--- src/rtl/cnt_pkg.sv ---
package cnt_pkg;
   typedef enum logic [1:0] {
      OP_HOLD  = 2'd0,
      OP_COUNT = 2'd1,
      OP_LOAD  = 2'd2,
      OP_CLEAR = 2'd3
   } stage_op_e;
endpackage

--- src/rtl/cnt_op_sel.sv ---
module cnt_op_sel
   import cnt_pkg::*;
(
   input  logic      clr,
   input  logic      load,
   input  logic      ent,
   input  logic      enp,
   output stage_op_e op
);
   always_comb begin
      if (clr)
         op = OP_CLEAR;
      else if (load)
         op = OP_LOAD;
      else if (ent && enp)
         op = OP_COUNT;
      else
         op = OP_HOLD;
   end
endmodule

--- src/rtl/cnt_stage.sv ---
module cnt_stage
   import cnt_pkg::*;
#(
   parameter int W = 4
) (
   input  logic         clk,
   input  logic         clr,
   input  logic         load,
   input  logic         ent,
   input  logic         enp,
   input  logic [W-1:0] din,
   output logic [W-1:0] q,
   output logic         carry
);
   localparam logic [W-1:0] MAXV = {W{1'b1}};

   if (W < 1) begin : g_bad_w
      $error("cnt_stage: W must be at least 1");
   end

   stage_op_e    op;
   logic [W-1:0] q_nxt;
   logic         primed = 1'b0;

   cnt_op_sel u_sel (
      .clr  (clr),
      .load (load),
      .ent  (ent),
      .enp  (enp),
      .op   (op)
   );

   always_comb begin
      unique case (op)
         OP_CLEAR: q_nxt = '0;
         OP_LOAD:  q_nxt = din;
         OP_COUNT: q_nxt = q + 1'b1;
         default:  q_nxt = q;
      endcase
   end

   always_ff @(posedge clk) begin
      q <= q_nxt;
      if (clr) primed <= 1'b1;
   end

   assign carry = ent && (q == MAXV);


   clear_to_zero_chk: assert property (@(posedge clk) disable iff (!primed)
      clr |=> q == '0);

   load_sync_chk: assert property (@(posedge clk) disable iff (!primed)
      (!clr && load) |=> q == $past(din));

   count_step_chk: assert property (@(posedge clk) disable iff (!primed)
      (!clr && !load && ent && enp) |=> q == W'($past(q) + 1'b1));

   hold_chk: assert property (@(posedge clk) disable iff (!primed)
      (!clr && !load && !(ent && enp)) |=> $stable(q));
endmodule

--- src/rtl/casc_counter.sv ---
module casc_counter #(
   parameter int STAGE_W   = 4,
   parameter int STAGES    = 2,
   parameter bit LOOKAHEAD = 1'b0,
   localparam int TOTAL_W  = STAGE_W * STAGES
) (
   input  logic               clk,
   input  logic               clr,
   input  logic               en_p,
   input  logic               en_t,
   input  logic [TOTAL_W-1:0] preset,
   output logic [TOTAL_W-1:0] count,
   output logic               ripple_out
);
   localparam logic [STAGE_W-1:0] SMAX = {STAGE_W{1'b1}};

   if (STAGE_W < 1 || STAGES < 1) begin : g_bad_dims
      $error("casc_counter: STAGE_W and STAGES must be at least 1");
   end
   if (TOTAL_W > 32) begin : g_bad_total
      $error("casc_counter: total width limited to 32 bits");
   end

   logic [STAGES-1:0] stage_ent;
   logic [STAGES-1:0] stage_carry;
   logic              reload;
   logic              primed = 1'b0;

   assign reload     = &stage_carry;
   assign ripple_out = reload;

   for (genvar i = 0; i < STAGES; i++) begin : g_stage
      if (i == 0) begin : g_first
         assign stage_ent[i] = en_t;
      end else if (LOOKAHEAD) begin : g_look
         assign stage_ent[i] = en_t && (count[i*STAGE_W-1:0] == {(i*STAGE_W){1'b1}});
      end else begin : g_ripple
         assign stage_ent[i] = stage_carry[i-1];
      end

      cnt_stage #(.W(STAGE_W)) u_stage (
         .clk   (clk),
         .clr   (clr),
         .load  (reload),
         .ent   (stage_ent[i]),
         .enp   (en_p),
         .din   (preset[i*STAGE_W +: STAGE_W]),
         .q     (count[i*STAGE_W +: STAGE_W]),
         .carry (stage_carry[i])
      );
   end

   always_ff @(posedge clk) begin
      if (clr) primed <= 1'b1;
   end


   ripple_full_chk: assert property (@(posedge clk) disable iff (!primed)
      ripple_out |-> (count == {TOTAL_W{1'b1}} && en_t));

   ripple_gate_chk: assert property (@(posedge clk) disable iff (!primed)
      !en_t |-> !ripple_out);

   reload_no_enp_chk: assert property (@(posedge clk) disable iff (!primed)
      (!clr && ripple_out && !en_p) |=> count == $past(preset));

   if (STAGES > 1) begin : g_casc_chk

      upper_hold_chk: assert property (@(posedge clk) disable iff (!primed)
         (!clr && !ripple_out && count[STAGE_W-1:0] != SMAX)
         |=> $stable(count[TOTAL_W-1:STAGE_W]));
   end
endmodule

--- config.mk ---
export PLATFORM = sky130hd
export DESIGN_NAME = casc_counter
export DESIGN_NICKNAME = d
export VERILOG_FILES = /design/src/rtl/cnt_pkg.sv /design/src/rtl/cnt_op_sel.sv /design/src/rtl/cnt_stage.sv /design/src/rtl/casc_counter.sv
export SDC_FILE = /design/constraint.sdc
export NUM_CORES = 1
export LEC_CHECK = 0
export ABC_CLOCK_PERIOD_IN_PS = 6000
export BUFFER_PORTS_ARGS = -buffer_cell sky130_fd_sc_hd__buf_2
export CORE_AREA = 2 2 39 41
export CTS_BUF_LIST = sky130_fd_sc_hd__clkbuf_4 sky130_fd_sc_hd__clkbuf_8 sky130_fd_sc_hd__clkbuf_16
export DETAILED_ROUTE_END_ITERATION = 10
export DIE_AREA = 0 0 41 43
export PLACE_DENSITY_LB_ADDON = 0.3
export SETUP_SLACK_MARGIN = 0.4
export SYNTH_ARGS = -nofsm -noshare
export SYNTH_HDL_FRONTEND = slang
export SYNTH_SLANG_ARGS = --single-unit
--- constraint.sdc ---
create_clock -name clk -period 6 [get_ports clk]
set_clock_uncertainty 0.05 [all_clocks]
set_input_delay 0.6 -clock clk [delete_from_list [all_inputs] [get_ports clk]]
set_output_delay 0.6 -clock clk [all_outputs]
set_load 0.02 [all_outputs]
# Word level (Yosys, flattened, before mapping)
# Cells that the tools add are included.
# totals
latch_bits	0
out_inout_bits	9
register_bits	8
memories	0
inputBits	12
romBits	0
word_cells	27
ramBits	0
# op_classes
eq_ne	8
bitwise	0
div	0
n_reduce_logical	7
muxes	8
n_lt_le_gt_ge	0
multipliers	0
shifts	0
addsub	2
# op_table
operator	n
$pmux W4 S3	2
$add A4 B1 Y4 const B	2
$eq A2 B2 Y1 const B	4
$eq A4 B4 Y1 const B	2
$mux W2	4
$reduce_bool A3 Y1	2
$eq A2 B1 Y1 const B	2
$logic_and A1 B1 Y1	4
$mux W1	2
$reduce_and A2 Y1	1

# Longest topological paths before layout
# Gate-level depths: netlist of the first run.
# logic_depth
ltp_word	8
depth_mapped	8
mapped_depth_nobuf	7

# Modules after synthesis
# A second synthesis of the first run with hierarchy kept.
# unflattened
hier_cells	57
area_unflattened_um2	594.3
# modules_own_cells
mod	instances	cells_per_inst	area_each_um2	seq_area_each_um2
cnt_stage	2	25	276.5	120.1
cnt_op_sel	2	3	17.5	0.0
casc_counter	1	1	6.3	0.0

# Worst setup path after synthesis of the first run
# OpenSTA, ideal clock, no wires.
# synth_timing
path_type	flip-flop to flip-flop
startpoint	reg g_stage[0].u_stage.q[0]
endpoint	reg g_stage[0].u_stage.q[2], data pin
synth_period_minus_slack_ps	2064
stages_incl_launch_ff	9
setup_ps	258
arrival_time_ps	1756
path_buffers	1
slack_ps	3936
required_time_ps	5692
path_cell_list	edfxtp_1 -> ha_1 -> and4_1 -> buf_2 -> a21oi_2 -> inv_1 -> ha_1 -> a22oi_1 -> nor2b_1
# synth_via
elab_chain_len	8
word_cells_on_any_way	11
classes_between	add/sub (1); eq/ne (4); mux (3); reduce/logical (3)
# synth_rtl
element	line	source
start, declared	cnt_stage.sv:12	output logic [W-1:0] q,
start signal, assigned	cnt_stage.sv:43	q <= q_nxt;
$eq A4 B4 Y1	cnt_stage.sv:47	assign carry = ent && (q == MAXV);
$logic_and A1 B1 Y1 (2 in a row)	cnt_stage.sv:47	
$reduce_and A2 Y1	casc_counter.sv:29	assign reload = &stage_carry;
$mux W2	cnt_op_sel.sv:13	else if (load)
$mux W2	cnt_op_sel.sv:11	if (clr)
$eq A2 B1 Y1 / $eq A2 B2 Y1 (equally long branches)	cnt_stage.sv:34	unique case (op)
$pmux W4 S3 *	cnt_stage.sv:34	
named net g_stage[0].u_stage.q_nxt[2]	cnt_stage.sv:22	logic [W-1:0] q_nxt;
# Mark *: on every way through the listed nets, which the timed path passes. The rest lies on a longest branch.
# A chain may end at the register's enable or synchronous reset.

# Worst setup path in the final report of the first run
# layout_timing
startpoint	reg g_stage[1].u_stage.q[0]
endpoint	out ripple_out
# layout_via
elab_chain_len	3
# layout_rtl
element	line	source
start, declared	cnt_stage.sv:12	
start signal, assigned	cnt_stage.sv:43	
$eq A4 B4 Y1	cnt_stage.sv:47	
$logic_and A1 B1 Y1	cnt_stage.sv:47	
$reduce_and A2 Y1	casc_counter.sv:29	
end, declared	casc_counter.sv:13	output logic ripple_out
# No other way between the ends.

==> results by group, run 1 <==
Worst setup path
  • Req. time, crit path: between 5 and 6 ns
  • CP Data Arrival Time: around 1.6 ns
  • Crit-path cells: ha_1 > and3_1 > nand2_1 > inv_1 > buf_2
  • Slowest CP cell: edfxtp_1
  • CP endpoint kind: primary output
  • Critical path type: reg -> out
  • CP Max Fanout: 9
  • CP Launch Type: flip-flop
  • Crit-path max cell delay: between 0.3 and 0.4 ns

Synthesis
  • Number of synthesized flops with an enable pin: 8
  • Synth cell types: 23
  • Yosys warnings: 0
  • Syn Inst Count: 58
  • Seq/Total Area, Yosys: about two fifths
  • Mean Syn Cell Area: between 10 and 15 um^2
  • Biggest area consumer among synthesized cells: edfxtp_1
  • Top post-synthesis cells by count: edfxtp_1, nand3_1, ha_1
  • Most used flip-flop cell after synthesis: edfxtp_1
  • Mapped Area: between 500 and 600 um^2
  • Post-synth top area share: 41.1%
  • Post-synth net total: 75
  • Main area contributors after synthesis: edfxtp_1, ha_1, nand3_1
  • Fraction of registers with async set/reset: 0%
  • Yosys reg bits: 8

Routing
  • First-pass DRT Iterations: 4
  • Vias per std cell: between 5 and 6
  • Drc violations: 0
  • Routed Antenna Nets: 0
  • Detailed Route WL: 1190 um
  • 1st-iter DRT viols: 9
  • WL per Instance: 12.8 um
  • Vias post-DR: 494

Clocking
  • Max H-tree Level: 1
  • Inserted Clock Buffers: 3
  • Clk buf depth: 2
  • Hold Buf Count CTS: 0
  • Clk Latency, worst-skew pair: 0.26 ns
  • CTS tree: done
  • CTS Root Cell: clkbuf_4
  • Clock sinks: 8
  • Post-CTS Setup Inserts: 0
  • CTS resizes: 0
  • Clock transition at path regs: ~0.060 ns

Global route
  • Gr usage total: between 10% and 20%
  • Largest net degree at the start of global routing: 10
  • GRT overflow: 0
  • Initial antenna violation count: 0
  • Vias in the first global route: roughly 430
  • First-pass GRT wire length: ~1700 um

Flow run
  • Max-cap violation count: 0

Floorplan
  • Die Ht: roughly 43 um
  • Row cnt: 14
  • Core ar.: 1380 um^2
  • Die Area: 1760 um^2
  • I/O pins: 21
  • Die Wd: approximately 40 um
  • Starting density of the core: approximately 42%

Layout
  • Largest register by flop count: g_stage.u_stage.q
  • Fraction of final layout cells sized beyond drive strength 1: roughly a third
  • Max reg flops: 8
  • Register area: roughly 240 um^2
  • Multi-input logic area: between 300 and 400 um^2
  • Non-Filler Instances: 93
  • FILL cells: between 100 and 150
  • Nets: 96
  • Top flop regs: g_stage.u_stage.q x8
  • Area Overhead vs Synth: 20.1%
  • Diodes inserted: 0

STA
  • Fin crit period: between 2 and 2.5 ns
  • Slew @ Worst Pin: 0.556 ns
  • Fin crit share: ~38%
  • Relative slew slack: 62.6%
  • TNS Setup: 0 ns
  • RSZ-0062 raised after global routing: no
  • Hold Fails Final Rpt: 0
  • Final setup violation count: 0
  • Final Max Tran Viols: 0
  • Max Clk Rate: 0.440 GHz

Power and ir drop
  • Leak: around 0.33 nW
  • Max rail drop VDD: roughly 0.11 mV
  • Cell Pwr Density: 196 nW/um^2

Placement
  • Post-placement cell count: 90
  • IO Port Bufs: 20
  • Hpwl dp: between 900 and 1000 um
  • RePlAce Congestion: about 0.76

Status
  • Status: complete, no violations

Hold path
  • Hold crit path type: in -> reg
## cells by family (layout without fill, tap and decap cells)
logic type                 after synthesis  after routing  share of synthesized area (%)
and+or+nand+nor                         21             21                           20.3
AOI/OAI and AO/OA                       13             13                           15.6
DFF                                      8              8                           41.1
buffers and inverters                    7             26                           6.21
adders and majority gates                5              5                           10.7
xor gates and xnor gates                 4              4                           6.00
## layout by cell type (no fill, tap or decap), types with 3 or more instances in the layout
| cell type | n |
|---|---|
| inv_1 | 3 |
| a21oi_1 | 4 |
| buf_2 | 20 |
| nand3_1 | 8 |
| clkbuf_4 | 3 |
| nand2_1 | 4 |
| ha_1 | 5 |
| xor2_1 | 4 |
| edfxtp_1 | 8 |
## area by class of cell
class,instances,share of cell area (%)
well taps,16,2.85
repair buffers,20,14.3
clock buffers,3,3.21
flip-flops and latches,8,34.2
inverters,3,1.60
multi-input cells,43,43.9
## metrics by stage
stage	power (mW)	hold WS [ns]	worst slack [ns]	utilization [%]	cell area [um^2]
3_5_place_dp	0.0964	0.674	3.87	49.1	679
4_1_cts	0.138	0.599	3.74	50.7	702
5_1_grt	0.143	0.616	3.64	50.7	702
6_report	0.137	0.602	3.73	50.7	702
3_3_place_gp	0.0965	0.688	3.90	49.1	679
2_1_floorplan	0.0869	0.753	3.94	-	584
## power by group
part	switching (mW)	total (mW)	internal, mW	leakage, nW
combinational	0.0149	0.0257	0.0108	0.226
sequential	0.00390	0.0698	0.0659	0.0863
clock	0.0191	0.0420	0.0229	0.0138
total	0.0378	0.137	0.0996	0.326
## layer usage
layer  GRT usage [%]  part of all wire, %
met1            17.3                   45
met2            22.8                   47
met3            4.71                  7.0
met4            6.00                    0
met5               0                    0
## critical path, delay by kind of cell (launching register included)
family                   cells  cell delay (ns)
flip-flops                   1             0.39
buffers and inverters        2             0.23
AND/OR/NAND/NOR              2             0.51
adder cells (fa/ha/maj)      1             0.23
## worst paths after layout
| path | startpoint | slack, ns | cells after the start | end |
|---|---|---|---|---|
| setup / recovery | g_stage[1].u_stage.q[0]$_DFFE_PP_ | 3.73 | 5 | ripple_out |
| hold reg to reg | g_stage[0].u_stage.q[3]$_DFFE_PP_ | 0.69 | 2 | g_stage[0].u_stage.q[3]$_DFFE_PP_ |
| setup reg to reg | g_stage[1].u_stage.q[0]$_DFFE_PP_ | 3.89 | 7 | g_stage[0].u_stage.q[1]$_DFFE_PP_ |
| hold / removal | preset[3] | 0.60 | 3 | g_stage[0].u_stage.q[3]$_DFFE_PP_ |
Note: power is estimated with default switching activity, not from simulation.
==> run 2, diff against run 1 <==
--- a/config.mk
+++ b/config.mk
@@ -5,7 +5,7 @@
 export SDC_FILE = /design/constraint.sdc
 export NUM_CORES = 1
 export LEC_CHECK = 0
-export ABC_CLOCK_PERIOD_IN_PS = 6000
+export ABC_CLOCK_PERIOD_IN_PS = 2300
 export BUFFER_PORTS_ARGS = -buffer_cell sky130_fd_sc_hd__buf_2
 export CORE_AREA = 2 2 39 41
 export CTS_BUF_LIST = sky130_fd_sc_hd__clkbuf_4 sky130_fd_sc_hd__clkbuf_8 sky130_fd_sc_hd__clkbuf_16
==> constraint.sdc (replaced) <==
create_clock -name clk -period 2.3 [get_ports clk]
set_clock_uncertainty 0.05 [all_clocks]
set_input_delay 0.23 -clock clk [delete_from_list [all_inputs] [get_ports clk]]
set_output_delay 0.23 -clock clk [all_outputs]
set_load 0.02 [all_outputs]
==> results by group, run 2 (same netlist as run 1, synthesis figures left out) <==
STA
  • Final setup violation count: 0 (unchanged)
  • TNS Setup: 0 ns (unchanged)
  • Max Clk Rate: between 0.5 and 0.6 GHz
  • Fin crit share: 80.6%
  • Final Max Tran Viols: 0 (unchanged)
  • Slew @ Worst Pin: 0.417 ns (-0.139 ns)
  • Final WS setup: 0.446 ns (-3.28 ns)
  • Fin crit period: ~1.9 ns
  • Hold Fails Final Rpt: 0 (unchanged)
  • Relative slew slack: 72.2% (+9.6 points)
  • RSZ-0062 raised after global routing: yes

Worst setup path
  • CP Max Fanout: 5 (-4)
  • CP Buf/Inv Count: 0 (-2)
  • Top delay family on crit path: adder cells
  • Slowest CP cell: edfxtp_1
  • Critical path type: reg -> reg
  • Crit-path max cell delay: 0.39 ns (about the same)
  • CP Launch Type: flip-flop
  • CP endpoint kind: flip-flop
  • CP Data Arrival Time: 1.80 ns (+0.18 ns)
  • Req. time, crit path: 2.25 ns (-3.10 ns)
  • Crit-path cells: ha_2 > and4_4 > nand2_4 > a21oi_4 > ha_4 > a21boi_1

Global route
  • Initial antenna violation count: 0 (unchanged)
  • Largest net degree at the start of global routing: 9 (-1)
  • GRT overflow: 0 (unchanged)
  • First-pass GRT wire length: 2040 um (+18%)
  • Vias in the first global route: 494 (+14%)
  • Gr usage total: 16.4% (+1.9 points)

Layout
  • Fraction of final layout cells sized beyond drive strength 1: 56.3% (+24 points)
  • Layout Utilization: 63.2% (+12 points)
  • Top flop regs: g_stage.u_stage.q x8
  • Diodes inserted: 0 (unchanged)
  • Commonest non-fill, non-tap cells in the layout: buf_2, buf_4, edfxtp_1
  • Final instance area: 875 um^2 (+25%)
  • Area Overhead vs Synth: 49.7%
  • Nets: 106 (+10%)
  • Largest register by flop count: g_stage.u_stage.q
  • Commonest non-fill, non-tap cell in the layout: buf_2
  • FILL cells: 116 (-11%)
  • Max reg flops: 8 (unchanged)

Placement
  • Hpwl dp: 969 um (+2.5%)
  • RePlAce Congestion: 0.824 (+8.5%)
  • Pre-CTS WS: 0.179 ns (-3.69 ns)
  • IO Port Bufs: 20 (unchanged)
  • Dpl cell area: 708 um^2 (+4.2%)

Floorplan
  • Starting density of the core: 42.2% (unchanged)
  • Core ar.: 1380 um^2 (unchanged)
  • Row cnt: 14 (unchanged)
  • Die Area: 1760 um^2 (unchanged)
  • I/O pins: 21 (unchanged)
  • Die Ht: 43 um (unchanged)
  • Die Wd: 41 um (unchanged)

Routing
  • First-pass DRT Iterations: 4 (unchanged)
  • Vias per std cell: 5.38 (+1.3%)
  • Routed Antenna Nets: 0 (unchanged)
  • Vias post-DR: 554 (+12%)
  • Detailed Route WL: 1460 um (+23%)
  • 1st-iter DRT viols: 21 (+12)
  • WL per Instance: 14.1 um (+11%)
  • Drc violations: 0 (unchanged)

Flow run
  • Max-cap violation count: 0 (unchanged)

Status
  • Status: complete, no violations

Power and ir drop
  • Leak: 0.395 nW (+21%)
  • Post-layout power: 0.383 mW (+180%)
  • Cell Pwr Density: 438 nW/um^2 (+120%)
  • Max rail drop VDD: 0.233 mV (+120%)

Clocking
  • CTS tree: done
  • Clk Latency, worst-skew pair: 0.24 ns (-0.02 ns)
  • CTS Root Cell: clkbuf_4
  • Inserted Clock Buffers: 3 (unchanged)
  • Max H-tree Level: 1 (unchanged)
  • Clk buf depth: 2 (unchanged)
  • Clock sinks: 8 (unchanged)
  • Clock transition at path regs: 0.06 ns (about the same)

Hold path
  • Hold crit path type: in -> reg
==> run 2: cell types whose count changed in the layout (fill, tap and decap cells not counted), sizes merged <==
cell  change
buf      +10
==> run 2: final cells by class <==
type / count / area, um^2 / area share (%)
multi-input combinational: 43 / 405 / 46.4
sequential: 8 / 240 / 27.5
timing repair buffer: 30 / 175 / 20.0
clock buffer: 3 / 22.5 / 2.58
tap: 16 / 20.0 / 2.29
inverter: 3 / 11.3 / 1.29
==> run 2: through the flow <==
stage / hold slack [ns] / instances
6_report: 0.257 / 103
5_1_grt: 0.262 / 103
4_1_cts: 0.285 / 96
3_5_place_dp: 0.538 / 90
3_3_place_gp: 0.499 / 90
2_1_floorplan: 0.389 / 58
==> run 2: worst paths after layout <==
path	start	endpoint	slack, ns	cells after the start
max	g_stage[0].u_stage.q[0]$_DFFE_PP_	g_stage[0].u_stage.q[0]$_DFFE_PP_	0.45	6
min	preset[3]	g_stage[0].u_stage.q[3]$_DFFE_PP_	0.26	3
max reg2reg	g_stage[0].u_stage.q[0]$_DFFE_PP_	g_stage[0].u_stage.q[0]$_DFFE_PP_	0.45	6
min reg2reg	g_stage[0].u_stage.q[0]$_DFFE_PP_	g_stage[0].u_stage.q[0]$_DFFE_PP_	0.71	2
==> run 2: report_power, final <==
group	total (mW)	switching (mW)	internal, mW
combinational	0.0937	0.0505	0.0433
clock	0.108	0.0478	0.0598
sequential	0.182	0.0100	0.172
total	0.383	0.108	0.275
==> run 2: metal layers <==
metal | vias to the layer above | wire length (um) | global-route usage, % | share of wire (%)
li1 | 272 | - | - | -
met1 | 257 | 593 | 25.0 | 41
met2 | 25 | 765 | 24.1 | 53
met3 | 0 | 98 | 0 | 6.7
met4 | 0 | 0 | 6.00 | 0
met5 | - | 0 | 0 | 0
==> run 2: worst min-delay path, stage by stage <==
cell and delay, ns:
buf_2 0.08, nand3_2 0.07, o21ai_2 0.06
==> run 2: what timing repair did <==
action                                  4_1_cts  5_1_grt
endpoints found under the setup margin        8        8
hold buffers                                  0        0
buffers inserted                              3        7
resized for setup                             5       11
pin swaps                                     1        7
cloned                                        0        0
==> run 3, diff against run 2 <==
--- a/config.mk
+++ b/config.mk
@@ -5,12 +5,12 @@
 export SDC_FILE = /design/constraint.sdc
 export NUM_CORES = 1
 export LEC_CHECK = 0
-export ABC_CLOCK_PERIOD_IN_PS = 2300
+export ABC_CLOCK_PERIOD_IN_PS = 1560
 export BUFFER_PORTS_ARGS = -buffer_cell sky130_fd_sc_hd__buf_2
-export CORE_AREA = 2 2 39 41
+export CORE_MARGIN = 2
+export CORE_UTILIZATION = 42
 export CTS_BUF_LIST = sky130_fd_sc_hd__clkbuf_4 sky130_fd_sc_hd__clkbuf_8 sky130_fd_sc_hd__clkbuf_16
 export DETAILED_ROUTE_END_ITERATION = 10
-export DIE_AREA = 0 0 41 43
 export PLACE_DENSITY_LB_ADDON = 0.3
 export SETUP_SLACK_MARGIN = 0.4
 export SYNTH_ARGS = -nofsm -noshare
==> constraint.sdc (replaced) <==
create_clock -name clk -period 1.56 [get_ports clk]
set_clock_uncertainty 0.05 [all_clocks]
set_input_delay 0.156 -clock clk [delete_from_list [all_inputs] [get_ports clk]]
set_output_delay 0.156 -clock clk [all_outputs]
set_load 0.02 [all_outputs]
==> results by group, run 3 (same netlist as run 1, synthesis figures left out) <==
Status
  • Status: finished, violations left
  • Failing checks: setup timing

STA
  • Final WS setup: -0.289 ns (-0.735 ns)
  • Fin crit period: 1.85 ns (-0.00525 ns)
  • Slew @ Worst Pin: 0.486 ns (+0.0695 ns)
  • Relative slew slack: 67.6% (-4.6 points)
  • Hold Fails Final Rpt: 0 (unchanged)
  • Hold WS: 0.183 ns (-0.0742 ns)
  • Final Max Tran Viols: 0 (unchanged)
  • Final setup violation count: 15 (+15)
  • Max Clk Rate: 0.541 GHz (+0.28%)
  • RSZ-0062 raised after global routing: yes
  • Fin crit share: 119% (+38 points)

Layout
  • Top flop regs: g_stage.u_stage.q x8
  • Area Overhead vs Synth: 89.9%
  • Commonest non-fill, non-tap cell in the layout: buf_4
  • Fraction of final layout cells sized beyond drive strength 1: 69.6% (+13 points)
  • Non-Filler Instances: 117 (+14%)
  • Nets: 121 (+14%)
  • Max reg flops: 8 (unchanged)
  • Largest register by flop count: g_stage.u_stage.q
  • Commonest non-fill, non-tap cells in the layout: buf_4, buf_6, buf_2
  • Diodes inserted: 0 (unchanged)

Clocking
  • Max H-tree Level: 1 (unchanged)
  • CTS tree: done
  • Clock transition at path regs: 0.06 ns (about the same)
  • Clk buf depth: 2 (unchanged)
  • Hold Buf Count CTS: 0 (unchanged)
  • Inserted Clock Buffers: 3 (unchanged)
  • CTS Root Cell: clkbuf_4
  • Clk Latency, worst-skew pair: 0.26 ns (+0.02 ns)
  • Clock sinks: 8 (unchanged)

Routing
  • 1st-iter DRT viols: 19 (-9.5%)
  • First-pass DRT Iterations: 4 (unchanged)
  • Vias per std cell: 5.54 (+3.0%)
  • WL per Instance: 16.8 um (+18%)
  • Vias post-DR: 648 (+17%)
  • Routed Antenna Nets: 0 (unchanged)
  • Drc violations: 0 (unchanged)
  • Detailed Route WL: 1960 um (+35%)

Floorplan
  • I/O pins: 21 (unchanged)
  • Row cnt: 13 (-1)
  • Die Area: 1710 um^2 (-3.3%)
  • Die Ht: 41.3 um (-4.0%)
  • Die Wd: 41.3 um (+0.73%)
  • Starting density of the core: 44.9% (+2.7 points)
  • Core ar.: 1300 um^2 (-6.0%)

Placement
  • RePlAce Congestion: 0.803 (-2.6%)
  • Post-placement cell count: 107 (+19%)
  • IO Port Bufs: 20 (unchanged)
  • Hpwl dp: 1100 um (+13%)

Global route
  • Busiest grt layer: met2
  • GR Layer Usage met2: 32.0% (+8.0 points)
  • First-pass GRT wire length: 2190 um (+7.8%)
  • Gr usage total: 20.1% (+3.7 points)
  • Met1 Track Usage GR: 29.5% (+4.5 points)
  • Met3 Use GR: 1.60% (+1.6 points)
  • Vias in the first global route: 500 (+1.2%)
  • Largest net degree at the start of global routing: 9 (unchanged)
  • Initial antenna violation count: 0 (unchanged)
  • GRT overflow: 0 (unchanged)

Worst setup path
  • CP Data Arrival Time: 1.88 ns (+0.08 ns)
  • Req. time, crit path: 1.59 ns (-0.66 ns)
  • CP Launch Type: flip-flop
  • CP Max Fanout: 4 (-1)
  • CP endpoint kind: flip-flop
  • Critical path type: reg -> reg

Power and ir drop
  • Leak: 0.496 nW (+26%)
  • Post-layout power: 0.636 mW (+66%)
  • Max rail drop VDD: 0.396 mV (+70%)
  • Cell Pwr Density: 573 nW/um^2 (+31%)

Flow run
  • Max-cap violation count: 0 (unchanged)

Hold path
  • Hold crit path type: in -> reg
-- run 3: critical path: stages, from the launching register on --
cell,delay [ns]
edfxtp_1,0.41
ha_2,0.22
and3_4,0.18
a21oi_4,0.24
buf_4,0.16
ha_4,0.14
nand2b_1,0.05
a21boi_0,0.21
-- run 3: path summary, 6_finish.rpt --
kind                                           from                           endpoint  slack [ns]  cells after the start
setup / recovery  g_stage[1].u_stage.q[1]$_DFFE_PP_  g_stage[0].u_stage.q[0]$_DFFE_PP_       -0.29                      7
setup reg to reg  g_stage[1].u_stage.q[1]$_DFFE_PP_  g_stage[0].u_stage.q[0]$_DFFE_PP_       -0.29                      7
hold reg to reg   g_stage[0].u_stage.q[1]$_DFFE_PP_  g_stage[0].u_stage.q[1]$_DFFE_PP_        0.75                      3
hold / removal                            preset[3]  g_stage[0].u_stage.q[3]$_DFFE_PP_        0.18                      3
-- run 3: cell type report --
class                      instances  area [um^2]
sequential                         8          240
multi-input combinational         43          447
inverter                           3         13.8
clock buffer                       3         22.5
timing repair buffer              45          368
fill                              74          191
tap                               15         18.8
-- run 3: what timing repair did --
action / in CTS / in global routing
endpoints found under the setup margin: 17 / 25
gates resized for setup: 25 / 24
pin swaps: 7 / 3
buffers inserted: 6 / 1
cloned: 0 / 0
-- run 3: power by group --
group          leakage [nW]  internal (mW)  switching (mW)
Combinational         0.396          0.106          0.0982
Clock                0.0138         0.0888          0.0804
Sequential           0.0863          0.253          0.0102
-- run 3: per-stage QoR --
step / utilization [%] / worst slack (ns) / instance area [um^2] / TNS, ns
floorplan: - / -0.390 / 619 / -3.43
global placement: 64.7 / -0.280 / 842 / -1.95
detailed placement: 64.7 / -0.361 / 842 / -2.36
CTS: 76.6 / -0.181 / 997 / -1.03
global route: 85.3 / -0.360 / 1110 / -2.55
finish: 85.3 / -0.289 / 1110 / -1.79
-- run 3: metal layers --
layer	part of all wire, %	up-vias
met1	47	314
met2	48	26
met3	4.6	4
met5	0	-
met4	1.1	0
li1	-	304
